`src/rtl/dec_steer_pkg.sv`:
```
package dec_steer_pkg;

    // Class tag carried by each pre-decoded window entry.
    typedef enum logic [1:0] {
        CLS_OTHER = 2'd0,
        CLS_CMP   = 2'd1,
        CLS_JCC   = 2'd2,
        CLS_RSVD  = 2'd3
    } insn_class_e;

    // Intake control states.
    typedef enum logic {
        ST_STEER      = 1'b0,
        ST_UCODE_WAIT = 1'b1
    } steer_state_e;

endpackage

```
`src/rtl/dec_fuse_detect.sv`:
```
module dec_fuse_detect
    import dec_steer_pkg::*;
#(
    parameter int WIN   = 5,
    parameter int UOP_W = 3
) (
    input  logic [WIN-1:0]       win_valid_i,
    input  logic [WIN*UOP_W-1:0] win_uops_i,
    input  logic [WIN*2-1:0]     win_class_i,
    output logic [WIN-1:0]       fuse_ok_o
);

    // A position can start a fused pair only when its partner is inside the window.
    for (genvar i = 0; i < WIN; i++) begin : g_pos
        if (i < WIN - 1) begin : g_pair
            logic head_ok;
            logic tail_ok;
            assign head_ok = win_valid_i[i]
                           && (win_class_i[2*i +: 2] == CLS_CMP)
                           && (win_uops_i[i*UOP_W +: UOP_W] == UOP_W'(1));
            assign tail_ok = win_valid_i[i+1]
                           && (win_class_i[2*(i+1) +: 2] == CLS_JCC)
                           && (win_uops_i[(i+1)*UOP_W +: UOP_W] == UOP_W'(1));
            assign fuse_ok_o[i] = head_ok && tail_ok;
        end else begin : g_last
            assign fuse_ok_o[i] = 1'b0;
        end
    end

endmodule

```
`src/rtl/dec_slot_alloc.sv`:
```
module dec_slot_alloc #(
    parameter int WIN      = 5,
    parameter int NSIMPLE  = 3,
    parameter int CPLX_MAX = 4,
    parameter int UOP_W    = 3,
    localparam int NSLOT   = NSIMPLE + 1,
    localparam int IDX_W   = $clog2(WIN),
    localparam int CNT_W   = $clog2(WIN + 1),
    localparam int SLOT_W  = $clog2(NSLOT)
) (
    input  logic [WIN-1:0]         win_valid_i,
    input  logic [WIN*UOP_W-1:0]   win_uops_i,
    input  logic [WIN-1:0]         fuse_ok_i,
    output logic [NSLOT-1:0]       slot_valid_o,
    output logic [NSLOT*IDX_W-1:0] slot_src_o,
    output logic [NSLOT-1:0]       slot_fused_o,
    output logic [CNT_W-1:0]       consumed_o,
    output logic                   ucode_o
);

    // In-order walk: each position either lands in a slot, ends the group,
    // or is skipped because it is the branch half of a fused pair.
    always_comb begin : walk
        logic [SLOT_W-1:0] nsimp;
        logic [SLOT_W-1:0] tgt;
        logic [CNT_W-1:0]  cnt;
        logic              place;
        logic              stop;
        logic              skip;
        logic              cplx_used;
        logic              single;
        logic [UOP_W-1:0]  uops;

        slot_valid_o = '0;
        slot_src_o   = '0;
        slot_fused_o = '0;
        ucode_o      = 1'b0;
        nsimp        = '0;
        tgt          = '0;
        cnt          = '0;
        place        = 1'b0;
        stop         = 1'b0;
        skip         = 1'b0;
        cplx_used    = 1'b0;
        single       = 1'b0;
        uops         = '0;

        for (int i = 0; i < WIN; i++) begin
            place = 1'b0;
            if (skip) begin
                skip = 1'b0;
            end else if (!stop) begin
                uops   = win_uops_i[i*UOP_W +: UOP_W];
                single = (uops <= UOP_W'(1));
                if (!win_valid_i[i]) begin
                    stop = 1'b1;
                end else if (uops > UOP_W'(CPLX_MAX)) begin
                    if (i == 0) begin
                        ucode_o = 1'b1;
                        cnt     = CNT_W'(1);
                    end
                    stop = 1'b1;
                end else if (single && (nsimp < SLOT_W'(NSIMPLE))) begin
                    tgt   = nsimp;
                    nsimp = nsimp + SLOT_W'(1);
                    place = 1'b1;
                end else if (!cplx_used) begin
                    tgt       = SLOT_W'(NSIMPLE);
                    cplx_used = 1'b1;
                    place     = 1'b1;
                end else begin
                    stop = 1'b1;
                end

                if (place) begin
                    slot_valid_o[tgt]                = 1'b1;
                    slot_src_o[tgt*IDX_W +: IDX_W]   = IDX_W'(i);
                    slot_fused_o[tgt]                = fuse_ok_i[i];
                    cnt  = cnt + (fuse_ok_i[i] ? CNT_W'(2) : CNT_W'(1));
                    skip = fuse_ok_i[i];
                end
            end
        end

        consumed_o = cnt;
    end

endmodule

```
`src/rtl/dec_steer_top.sv`:
```
module dec_steer_top
    import dec_steer_pkg::*;
#(
    parameter int WIN      = 5,
    parameter int NSIMPLE  = 3,
    parameter int CPLX_MAX = 4,
    parameter int UOP_W    = 3,
    localparam int NSLOT   = NSIMPLE + 1,
    localparam int IDX_W   = $clog2(WIN),
    localparam int CNT_W   = $clog2(WIN + 1)
) (
    input  logic                   clk_i,
    input  logic                   rst_ni,
    input  logic [WIN-1:0]         win_valid_i,
    input  logic [WIN*UOP_W-1:0]   win_uops_i,
    input  logic [WIN*2-1:0]       win_class_i,
    input  logic                   ucode_done_i,
    output logic [NSLOT-1:0]       slot_valid_o,
    output logic [NSLOT*IDX_W-1:0] slot_src_o,
    output logic [NSLOT-1:0]       slot_fused_o,
    output logic [CNT_W-1:0]       consumed_o,
    output logic                   ucode_req_o
);

    logic [WIN-1:0]         fuse_ok;
    logic [NSLOT-1:0]       alloc_valid;
    logic [NSLOT*IDX_W-1:0] alloc_src;
    logic [NSLOT-1:0]       alloc_fused;
    logic [CNT_W-1:0]       alloc_cnt;
    logic                   alloc_ucode;

    steer_state_e state_q;
    steer_state_e state_d;

    dec_fuse_detect #(
        .WIN   (WIN),
        .UOP_W (UOP_W)
    ) u_fuse (
        .win_valid_i (win_valid_i),
        .win_uops_i  (win_uops_i),
        .win_class_i (win_class_i),
        .fuse_ok_o   (fuse_ok)
    );

    dec_slot_alloc #(
        .WIN      (WIN),
        .NSIMPLE  (NSIMPLE),
        .CPLX_MAX (CPLX_MAX),
        .UOP_W    (UOP_W)
    ) u_alloc (
        .win_valid_i  (win_valid_i),
        .win_uops_i   (win_uops_i),
        .fuse_ok_i    (fuse_ok),
        .slot_valid_o (alloc_valid),
        .slot_src_o   (alloc_src),
        .slot_fused_o (alloc_fused),
        .consumed_o   (alloc_cnt),
        .ucode_o      (alloc_ucode)
    );

    // Next-state logic: ucode_handoff and ucode_release.
    always_comb begin
        state_d = state_q;
        unique case (state_q)
            ST_STEER:      state_d = alloc_ucode  ? ST_UCODE_WAIT : ST_STEER;
            ST_UCODE_WAIT: state_d = ucode_done_i ? ST_STEER      : ST_UCODE_WAIT;
            default:       state_d = ST_STEER;
        endcase
    end

    // State register.
    always_ff @(posedge clk_i) begin
        if (!rst_ni) begin
            state_q <= ST_STEER;
        end else begin
            state_q <= state_d;
        end
    end

    // Registered outputs.
    always_ff @(posedge clk_i) begin
        if (!rst_ni) begin
            slot_valid_o <= '0;
            slot_src_o   <= '0;
            slot_fused_o <= '0;
            consumed_o   <= '0;
            ucode_req_o  <= 1'b0;
        end else begin
            unique case (state_q)
                ST_STEER: begin
                    slot_valid_o <= alloc_valid;
                    slot_src_o   <= alloc_src;
                    slot_fused_o <= alloc_fused;
                    consumed_o   <= alloc_cnt;
                    ucode_req_o  <= alloc_ucode;
                end
                ST_UCODE_WAIT: begin
                    slot_valid_o <= '0;
                    slot_src_o   <= '0;
                    slot_fused_o <= '0;
                    consumed_o   <= '0;
                    ucode_req_o  <= !ucode_done_i;
                end
                default: begin
                    slot_valid_o <= '0;
                    slot_src_o   <= '0;
                    slot_fused_o <= '0;
                    consumed_o   <= '0;
                    ucode_req_o  <= 1'b0;
                end
            endcase
        end
    end

endmodule

```
`config.mk`:
```
export PLATFORM = sky130hd
export DESIGN_NAME = dec_steer_top
export DESIGN_NICKNAME = d
export VERILOG_FILES = /design/src/rtl/dec_steer_pkg.sv /design/src/rtl/dec_fuse_detect.sv /design/src/rtl/dec_slot_alloc.sv /design/src/rtl/dec_steer_top.sv
export SDC_FILE = /design/constraint.sdc
export NUM_CORES = 1
export LEC_CHECK = 0
export ABC_AREA = 1
export BUFFER_PORTS_ARGS = -buffer_cell sky130_fd_sc_hd__clkbuf_2
export CAP_MARGIN = 15
export CORE_AREA = 8 8 73 75
export DETAILED_ROUTE_END_ITERATION = 16
export DIE_AREA = 0 0 81 83
export PLACE_DENSITY_LB_ADDON = 0.15
export SLEW_MARGIN = 5
export SYNTH_ARGS = -nofsm -noshare
export SYNTH_HDL_FRONTEND = slang
export SYNTH_SLANG_ARGS = --single-unit
```
`constraint.sdc`:
```
create_clock -name clk_i -period 9.29 [get_ports clk_i]
set_input_delay 0 -clock clk_i [delete_from_list [all_inputs] [get_ports clk_i]]
set_output_delay 0 -clock clk_i [all_outputs]
set_load 0.01 [all_outputs]
```
==> results of run 1 <==
[kinds of logic after synthesis]
logic type	Yosys count
xor+xnor	2
simple gates	205
buf+inv	68
fa+ha+maj	15
flops	24
mux	1
compound gates	42
[worst min-delay path, stage by stage]
cell and delay (ps):
clkbuf_2 120, o21ai_2 80, nor2_1 60, inv_1 90, a21oi_1 70
[synthesized netlist by cell type, drive strengths merged, types with 2 or more instances]
| cell type | number | area (µm²) |
|---|---|---|
| nor2 | 62 | 323 |
| nor4 | 3 | 33.8 |
| ha | 12 | 150 |
| o21ai | 14 | 77.6 |
| a21oi | 14 | 81.3 |
| nor3 | 5 | 30.0 |
| inv | 66 | 248 |
| nand2 | 96 | 428 |
| nand4 | 7 | 43.8 |
| o21bai | 2 | 22.5 |
| o211ai | 3 | 36.3 |
| fa | 3 | 60.1 |
| or2 | 3 | 18.8 |
| o21a | 3 | 22.5 |
| nand3 | 27 | 163 |
| dfxtp | 24 | 480 |
[cell type report]
type | instances | area [µm²] | share of cell area [%]
multi-input cells | 265 | 1580 | 57.5
inverters | 67 | 251 | 9.15
well taps | 52 | 65.1 | 2.37
clock inverters | 1 | 30.0 | 1.09
flip-flops and latches | 24 | 480 | 17.5
repair buffers | 58 | 300 | 10.9
clock buffers | 3 | 41.3 | 1.50
[worst paths after layout]
| check | start | end | depth (start not counted) |
|---|---|---|---|
| setup / recovery | win_uops_i[4] | consumed_o[2] | 23 |
| setup reg to reg | state_q | consumed_o[0] | 5 |
| hold reg to reg | state_q | state_q | 2 |
| hold / removal | win_uops_i[2] | state_q | 5 |
[state kept, by name, indices dropped and copies added, names as in the netlist]
register and flops:
slot_src_o 12, state_q 1, slot_fused_o 4, slot_valid_o 4, consumed_o 3
[power by group through the flow]
stage | Clock [mW] | Sequential (mW) | Combinational, mW
global route | 0.0968 | 0.105 | 0.0768
detailed placement | 0 | 0.107 | 0.0666
floorplan | 0 | 0.108 | 0.0457
global placement | 0 | 0.107 | 0.0653
finish | 0.0893 | 0.105 | 0.0675
CTS | 0.0898 | 0.105 | 0.0677
[per-layer routing]
| metal | wire length, µm | up-vias |
|---|---|---|
| met4 | 94 | 0 |
| met5 | 0 | - |
| li1 | - | 1264 |
| met2 | 2620 | 68 |
| met3 | 322 | 7 |
| met1 | 2460 | 1054 |
[metrics by stage]
stage	utilization (%)	worst slack [ps]	std cells	hold WS, ps
6_report	65.4	4970	470	185
5_1_grt	65.4	4650	470	233
4_1_cts	65.4	4920	470	205
3_5_place_dp	63.2	4670	464	236
3_3_place_gp	63.2	4800	464	231
2_1_floorplan	-	5190	357	123
[repair_timing]
item / CTS / global route
hold endpoints to repair: 1 / 0
setup buffers: 0 / 0
hold buffers: 2 / 0
==> flow_metrics.tcl, run 1 <==
set metrics [dict create \
    ant_nets 0 \
    tightest_slew_ps 493 \
    hold_path_class "primary input to flop" \
    overflow 0 \
    insertion_delay_ps 270 \
    syn_inst 357 \
    max_cap_violations 0 \
    finalInstanceArea_um2 2750 \
    final_nets 467 \
    worstPathRequired_ps 9490 \
    wl_per_cell_um 11.7 \
    cts_max_path_buffers 2 \
    status "finished clean" \
    path_cells "clkbuf_2, nor2_4, nand2_4, nor2_4, nand2_4, ha_1, or2_2, nand2_1, ha_1, fa_1, a21oi_1, a221oi_1, fa_1, mux2i_1, fa_1, or2_2, o21a_1, inv_1, ha_1, nand4_1, nand2_1, nand2_1, nor2_1" \
    vdd_drop_max_uv 43.9 \
    yosysWarnings 0 \
    coreArea_um2 4200 \
    clkTransAtPathRegs_ps 90 \
    routed_wl_mm 5.51 \
    grt.busiest_layer "met2" \
    slew_headroom_pct 67.1 \
    die-area_um2 6720 \
    cts_tree "built" \
    grt_max_degree 15 \
    synthToLayoutAreaGrowth_pct 18.7 \
    muxShareOfSynthArea_pct 0.432 \
    hold_violations 0 \
    skew_ps 11.2 \
    synthAdderAreaFrac_pct 9.08 \
    leakagePower_nw 1.47 \
    cts.sinks 24 \
    min_period_ps 4320 \
    vias 2393 \
    worst_path_largest_cell_delay_ps 500 \
    rsz0062_at_grt "false" \
    crit_buf_inv 2 \
    synthArstFlopShare_pct 0 \
    crit_family "adder cells" \
    pwr-share-comb_pct 25.8 \
    gr-usage-met1_pct 22.3 \
    synth_edf_count 0 \
    fp.dieH_um 83 \
    placed_cell_area_um2 2660 \
    place_congestion 0.898 \
    dr.pass1.iters 4 \
    ys.flop_type "dfxtp_1" \
    start_kind "primary input" \
    worstSetupPathType "primary input to flop" \
    p_sw_share_pct 28.9 \
    grt_antenna_before_repair 0 \
    fin_tns_setup_ps 0 \
    grt_pass1_wl_mm 9.87 \
    cts_resized 0 \
    rows 24 \
    start_util_pct 55.1 \
    synth_top_family_by_area "simple AND/OR/NAND/NOR gates" \
    diodes 0 \
    cp.arrival_ps 4520 \
    critPathSlowestCell "a221oi_1" \
    first_iter_violations 126 \
    ys_seq_area_share_pct 20.7 \
    final-setup-viol-count 0 \
    syn-num-nets 405 \
    grt_pass1_vias 2354 \
    routed_via_density 5.09 \
    r2r_slack_ps 7940 \
    grt_use_met3_pct 1.62 \
    fin_crit_sh_pct 46.5 \
    final_cell_mix "77 x nand2_1, 57 x inv_1, 56 x clkbuf_2" \
    ys_types 42 \
    die_w_um 81 \
    pin_count 57 \
    synth_compound_area_share_pct 12.4 \
    drive_gt1_share_pct 27.8 \
    intPower_mw 0.186 \
    drc 0 \
    synthSimpleGateAreaFrac_pct 45.5 \
    cts_made_buffers 3 \
    cts-root-buf "clkbuf_8" \
    pwr-share-clk_pct 34.1 \
    port_buffers 56 \
    htreeDepth 1 \
    met2_usage_pct 28.5 \
    dp_hpwl_mm 4.82 \
    syn_avg_cell_area_um2 6.49 \
    syn_area_um2 2320 \
    final_common_cell "nand2_1" \
    clock.fmax_mhz 232 \
    cp-end-kind "flop" \
    drv_slew 0 \
    pwr-share-seq_pct 40.1 \
    path_max_fanout 9 \
    yosys_register_bits 24 \
    synth_xor_area_share_pct 0.756 \
    total_power_mw 0.262 \
    p_per_area_nw_per_um2 95.2 \
    p_sw_mw 0.0756 \
    track_usage_pct 17.3 \
    fillCellCount 407 \
]
(Power assumes the default switching activity.)
==> inputs of run 2 (changes only) <==
--- a/config.mk
+++ b/config.mk
@@ -5,12 +5,12 @@
 export SDC_FILE = /design/constraint.sdc
 export NUM_CORES = 1
 export LEC_CHECK = 0
-export ABC_AREA = 1
+export ABC_AREA = 0
 export BUFFER_PORTS_ARGS = -buffer_cell sky130_fd_sc_hd__clkbuf_2
 export CAP_MARGIN = 15
-export CORE_AREA = 8 8 73 75
+export CORE_AREA = 8 8 77 79
 export DETAILED_ROUTE_END_ITERATION = 16
-export DIE_AREA = 0 0 81 83
+export DIE_AREA = 0 0 85 87
 export PLACE_DENSITY_LB_ADDON = 0.15
 export SLEW_MARGIN = 5
 export SYNTH_ARGS = -nofsm -noshare
==> constraint.sdc (replaced) <==
create_clock -name clk_i -period 3.8 [get_ports clk_i]
set_input_delay 0 -clock clk_i [delete_from_list [all_inputs] [get_ports clk_i]]
set_output_delay 0 -clock clk_i [all_outputs]
set_load 0.01 [all_outputs]
==> flow_metrics.tcl, run 2 <==
set metrics [dict create \
    status "complete, but fails checks" \
    failed_checks "negative setup slack" \
    skew_ps 2.58 \
    final_common_cell "buf_4" \
    die-area_um2 7400 \
    min_to "state_q" \
    finalInstanceArea_um2 3280 \
    dr.pass1.iters 4 \
    vias 2584 \
    slew_headroom_pct 60.0 \
    vdd_drop_max_uv 143 \
    dpl.cell_count 429 \
    largest_reg_flops 12 \
    grt_antenna_before_repair 0 \
    min_period_ps 3830 \
    worst_path_largest_cell_delay_ps 510 \
    cp-end-kind "flop" \
    synthToLayoutAreaGrowth_pct 49.4 \
    worstPathRequired_ps 3950 \
    synth_top_area_share_pct 21.9 \
    synth.most_common_cell "nor2_1" \
    rr_endpoint "slot_src_o[11]" \
    routed_wl_mm 7.42 \
    final_cell_mix "59 x buf_4, 55 x clkbuf_2, 24 x nor2_1, 24 x dfxtp_1, 18 x nand2_1" \
    dp_hpwl_mm 6.16 \
    syn-num-nets 312 \
    worst_r2r_startpoint "state_q" \
    max_cap_violations 0 \
    drc 0 \
    path_max_fanout 3 \
    ys.flop_type "dfxtp_1" \
    r2r_slack_ps 2620 \
    yosysWarnings 0 \
    clkTransAtPathRegs_ps 80 \
    final_cells 439 \
    drv_slew 0 \
    cp.arrival_ps 3980 \
    tightest_slew_ps 594 \
    largestRegisters "slot_src_o: 12 flops, slot_fused_o: 4 flops, slot_valid_o: 4 flops" \
    rsz0062_at_grt "true" \
    hold_path_startpoint "ucode_done_i" \
    cts_made_buffers 3 \
    place_congestion 0.962 \
    routed_via_density 5.89 \
    grt_max_degree 15 \
    r2r_cells 2 \
    start_util_pct 45.3 \
    start_kind "primary input" \
    port_buffers 56 \
    coreArea_um2 4850 \
    fin_crit_sh_pct 101 \
    syn_inst 264 \
    hold_path_class "primary input to flop" \
    pre_cts_ws_ps -503 \
    synthArstFlopShare_pct 0 \
    pin_count 57 \
    clock.fmax_mhz 261 \
    track_usage_pct 19.0 \
    synth_area_leaders "dfxtp_1 22%, ha_1 6.8%, nor2_1 4.4%" \
    cts_max_path_buffers 2 \
    grt_pass1_vias 2544 \
    syn_avg_cell_area_um2 8.32 \
    yosysTopAreaCell "dfxtp_1" \
    placed_cell_area_um2 2990 \
    fp.dieH_um 87 \
    first_iter_violations 96 \
    final_util_pct 67.7 \
    path_cells "buf_6, nor2_4, nand2_2, ha_4, inv_2, a221o_1, ha_4, or4b_4, a31oi_4, nand3_2, a21oi_2, inv_1, ha_2, nor3_4, and3_4, and4_1, a41o_1, mux2_4, or4b_4, nand2_4, nor2_1" \
    rows 26 \
    total_power_mw 0.692 \
    leakagePower_nw 1.47 \
    final-setup-viol-count 4 \
    yosys_register_bits 24 \
    ys_seq_area_share_pct 21.9 \
    insertion_delay_ps 260 \
    diodes 0 \
    cts-root-buf "clkbuf_8" \
    syn_area_um2 2200 \
    hold_violations 0 \
    synth_edf_count 0 \
    largest_register "slot_src_o" \
    worstSetupPathType "primary input to flop" \
    final_nets 432 \
    cts_tree "built" \
    wl_per_cell_um 16.9 \
    p_per_area_nw_per_um2 211 \
    ys_types 71 \
    drive_gt1_share_pct 47.5 \
    htreeDepth 1 \
    cts.sinks 24 \
    grt_pass1_wl_mm 11.5 \
    whs_path_depth 3 \
    ant_nets 0 \
    ys_top_cells_by_count "26 x nor2_1, 24 x dfxtp_1, 19 x nand2_1" \
    overflow 0 \
    critPathSlowestCell "or4b_4" \
    layout_setup_ws_ps -33.0 \
    die_w_um 85 \
]
-- run 2: changes by cell type after synthesis, sizes merged, moves of 6 or more --
cell,previous run,this run
nand3,27,8
nor2,62,26
nor3,5,13
inv,66,15
mux2i,1,7
nand2,96,20
a31oi,0,7
-- run 2: how the worst max path moves through the flow --
| stage | from | to | slack, ps | cells past startpoint |
|---|---|---|---|---|
| finish | win_uops_i[1] | slot_src_o[7] | -30 | 21 |
| global route | win_uops_i[1] | slot_src_o[3] | -230 | 22 |
| CTS | win_uops_i[2] | slot_src_o[6] | -30 | 21 |
| detailed placement | win_uops_i[1] | slot_src_o[6] | -500 | 21 |
| global placement | win_uops_i[1] | slot_src_o[7] | -360 | 21 |
| floorplan | win_uops_i[4] | slot_src_o[7] | -510 | 22 |
-- run 2: kinds of logic after synthesis --
group	after synthesis	synth area share, %
adders and majority gates	15	9.57
muxes	12	6.44
and+or+nand+nor	117	32.1
buffers and inverters	20	3.70
xor gates and xnor gates	2	0.797
AOI/OAI and AO/OA	74	25.6
DFF	24	21.9
-- run 2: final cells by class --
type	count	area (µm²)
timing repair buffer	120	785
inverter	15	58.8
sequential	24	480
clock buffer	3	41.3
clock inverter	1	30.0
tap	56	70.1
fill	427	1560
multi-input combinational	220	1820
-- run 2: through the flow --
stage          setup TNS [ps]  hold slack, ps
2_1_floorplan           -6230             122
3_3_place_gp            -6180             235
3_5_place_dp            -9320             254
4_1_cts                 -72.7            67.5
5_1_grt                 -2890            69.8
6_report                -91.6            58.3
-- run 2: routing by layer --
metal  global-route usage (%)  up-vias  wire (µm)
li1                         -     1256          -
met1                     19.7     1220       2900
met2                     36.7       92       3960
met3                     2.74       16        379
met4                     8.41        0        182
met5                        0        -          0
-- run 2: worst max-delay path: cells and delay by family --
family / cells / cell delay, ps
and+or+nand+nor: 10 / 1980
AOI/OAI and AO/OA: 4 / 870
adders and majority gates: 3 / 630
muxes: 1 / 320
buffers and inverters: 3 / 180
-- run 2: report_power, final --
part / internal, mW / switching (mW)
combinational: 0.103 / 0.117
sequential: 0.255 / 0.00132
clock: 0.141 / 0.0751
-- run 2: what timing repair did --
item                                   in CTS  in global routing
pin swaps                                  12                 14
gates resized for setup                    10                 28
setup buffers                               1                  5
gates cloned                                0                  0
hold buffers                                1                  0
endpoints found under the hold margin       1                  0
setup endpoints to repair                  21                 23
==> inputs of run 3 (changes only) <==
--- a/config.mk
+++ b/config.mk
@@ -11,6 +11,7 @@
 export CORE_AREA = 8 8 77 79
 export DETAILED_ROUTE_END_ITERATION = 16
 export DIE_AREA = 0 0 85 87
+export MAX_ROUTING_LAYER = met4
 export PLACE_DENSITY_LB_ADDON = 0.15
 export SLEW_MARGIN = 5
 export SYNTH_ARGS = -nofsm -noshare
==> flow_metrics.tcl, run 3 (same netlist as run 2, synthesis figures left out) <==
set metrics [dict create \
    grt_antenna_before_repair 0 \
    worstSetupPathType "primary input to flop" \
    p_sw_share_pct 30.0 \
    insertion_delay_ps 270 \
    tightest_slew_ps 585 \
    cts_max_path_buffers 2 \
    min_to "state_q" \
    dp_hpwl_mm 6.11 \
    final_nets 439 \
    status "finished clean" \
    r2r_cells 2 \
    ant_nets 0 \
    worst_r2r_startpoint "state_q" \
    path_max_fanout 3 \
    final-setup-viol-count 0 \
    diodes 0 \
    overflow 0 \
    largest_register "slot_src_o" \
    routed_wl_mm 7.47 \
    port_buffers 56 \
    dr.pass1.iters 4 \
    skew_ps 3.90 \
    vdd_drop_max_uv 152 \
    leakagePower_nw 1.50 \
    critPathSlowestCell "or4b_4" \
    rr_endpoint "slot_src_o[11]" \
    crit_family "simple AND/OR/NAND/NOR gates" \
    largest_reg_flops 12 \
    cts.sinks 24 \
    cp.arrival_ps 3930 \
    regArea_um2 480 \
    final_cell_mix "66 x buf_4, 55 x clkbuf_2, 24 x nor2_1, 24 x dfxtp_1, 18 x nand2_1" \
    hold_path_class "primary input to flop" \
    die_w_um 85 \
    min_period_ps 3770 \
    start_kind "primary input" \
    dpl.cell_count 431 \
    rsz0062_at_grt "true" \
    intPower_mw 0.452 \
    fillCellCount 421 \
    grt_pass1_wl_mm 12.0 \
    clkTransAtPathRegs_ps 80 \
    pwr-share-seq_pct 39.7 \
    cp-end-kind "flop" \
    first_iter_violations 139 \
    routed_via_density 5.79 \
    start_util_pct 45.3 \
    synthToLayoutAreaGrowth_pct 51.5 \
    vias 2582 \
    slew_headroom_pct 61.0 \
    final_common_cell "buf_4" \
    cp.depth 21 \
    path_cells "buf_6, nor2_4, nand2_2, ha_4, inv_2, a221o_1, ha_4, or4b_4, a31oi_4, nand3_2, a21oi_2, inv_1, ha_2, nor3_4, and3_4, and4_1, a41o_1, mux2_4, or4b_4, nand2_4, nor2_1" \
    worstPathRequired_ps 3960 \
    drv_slew 0 \
    place_congestion 0.987 \
    cts_made_buffers 3 \
    cts_tree "built" \
    drive_gt1_share_pct 48.5 \
    hold_path_startpoint "ucode_done_i" \
    hold_violations 0 \
    largestRegisters "slot_src_o: 12 flops, slot_fused_o: 4 flops, slot_valid_o: 4 flops" \
    pwr-share-comb_pct 33.9 \
    crit_buf_inv 3 \
    final_util_pct 68.7 \
    cts-root-buf "clkbuf_8" \
    pin_count 57 \
    pwr-share-clk_pct 26.4 \
    r2r_slack_ps 2580 \
    drc 0 \
    rows 26 \
    htreeDepth 1 \
    grt_max_degree 14 \
    fp.dieH_um 87 \
    coreArea_um2 4850 \
    final_cells 446 \
    die-area_um2 7400 \
    whs_path_depth 3 \
    max_cap_violations 0 \
    p_per_area_nw_per_um2 194 \
    worst_path_largest_cell_delay_ps 510 \
    grt_pass1_vias 2594 \
    p_sw_mw 0.194 \
    fin_crit_sh_pct 99.2 \
    multi_input_area_um2 1820 \
    wl_per_cell_um 16.7 \
    track_usage_pct 20.4 \
    clock.fmax_mhz 265 \
]
[run 3: layer usage]
metal	GRT usage [%]	part of all wire (%)
met5	-	0
met4	10.0	4.6
met3	2.74	4.8
met2	37.1	51
met1	21.3	40
[run 3: tightest hold or removal path, cell delays in order]
cell and delay [ps]:
clkbuf_2 70, mux2i_1 50, and2_1 150
[run 3: worst max path at each step]
stage / start / endpoint / slack, ps
after floorplan: win_uops_i[4] / slot_src_o[7] / -510
after global placement: win_uops_i[1] / slot_src_o[7] / -360
after detailed placement: win_uops_i[1] / slot_src_o[7] / -450
after CTS: win_uops_i[2] / slot_src_o[7] / 4
after global routing: win_uops_i[2] / slot_src_o[3] / -160
final: win_uops_i[2] / slot_src_o[7] / 30
[run 3: power by group through the flow]
stage	combinational [mW]	sequential [mW]	clock [mW]
floorplan	0.100	0.264	0
global placement	0.189	0.262	0
detailed placement	0.192	0.262	0
CTS	0.199	0.256	0.173
global route	0.240	0.257	0.183
finish	0.219	0.256	0.171
[run 3: repair_timing]
action	in CTS	in global routing
pin swaps	9	16
hold endpoints to repair	1	0
gates resized for setup	8	29
hold buffers	1	0
setup endpoints to repair	21	23
buffers inserted	2	9
[run 3: cell type report]
type / count / share of cell area (%)
multi-input cells: 220 / 54.6
repair buffers: 127 / 25.4
flip-flops and latches: 24 / 14.4
well taps: 56 / 2.11
inverters: 15 / 1.77
clock buffers: 4 / 1.65
[run 3: stage by stage]
step           hold WS, ps  setup TNS (ps)  setup WS [ps]  power [mW]  instance area [µm²]
2_1_floorplan          122           -6230           -510       0.364                 2240
3_3_place_gp           235           -6230           -360       0.451                 3000
3_5_place_dp           256           -8260           -452       0.454                 3000
4_1_cts               60.3               0           3.99       0.628                 3120
5_1_grt               60.1           -1840           -156       0.680                 3330
6_report              51.9               0           31.0       0.646                 3330
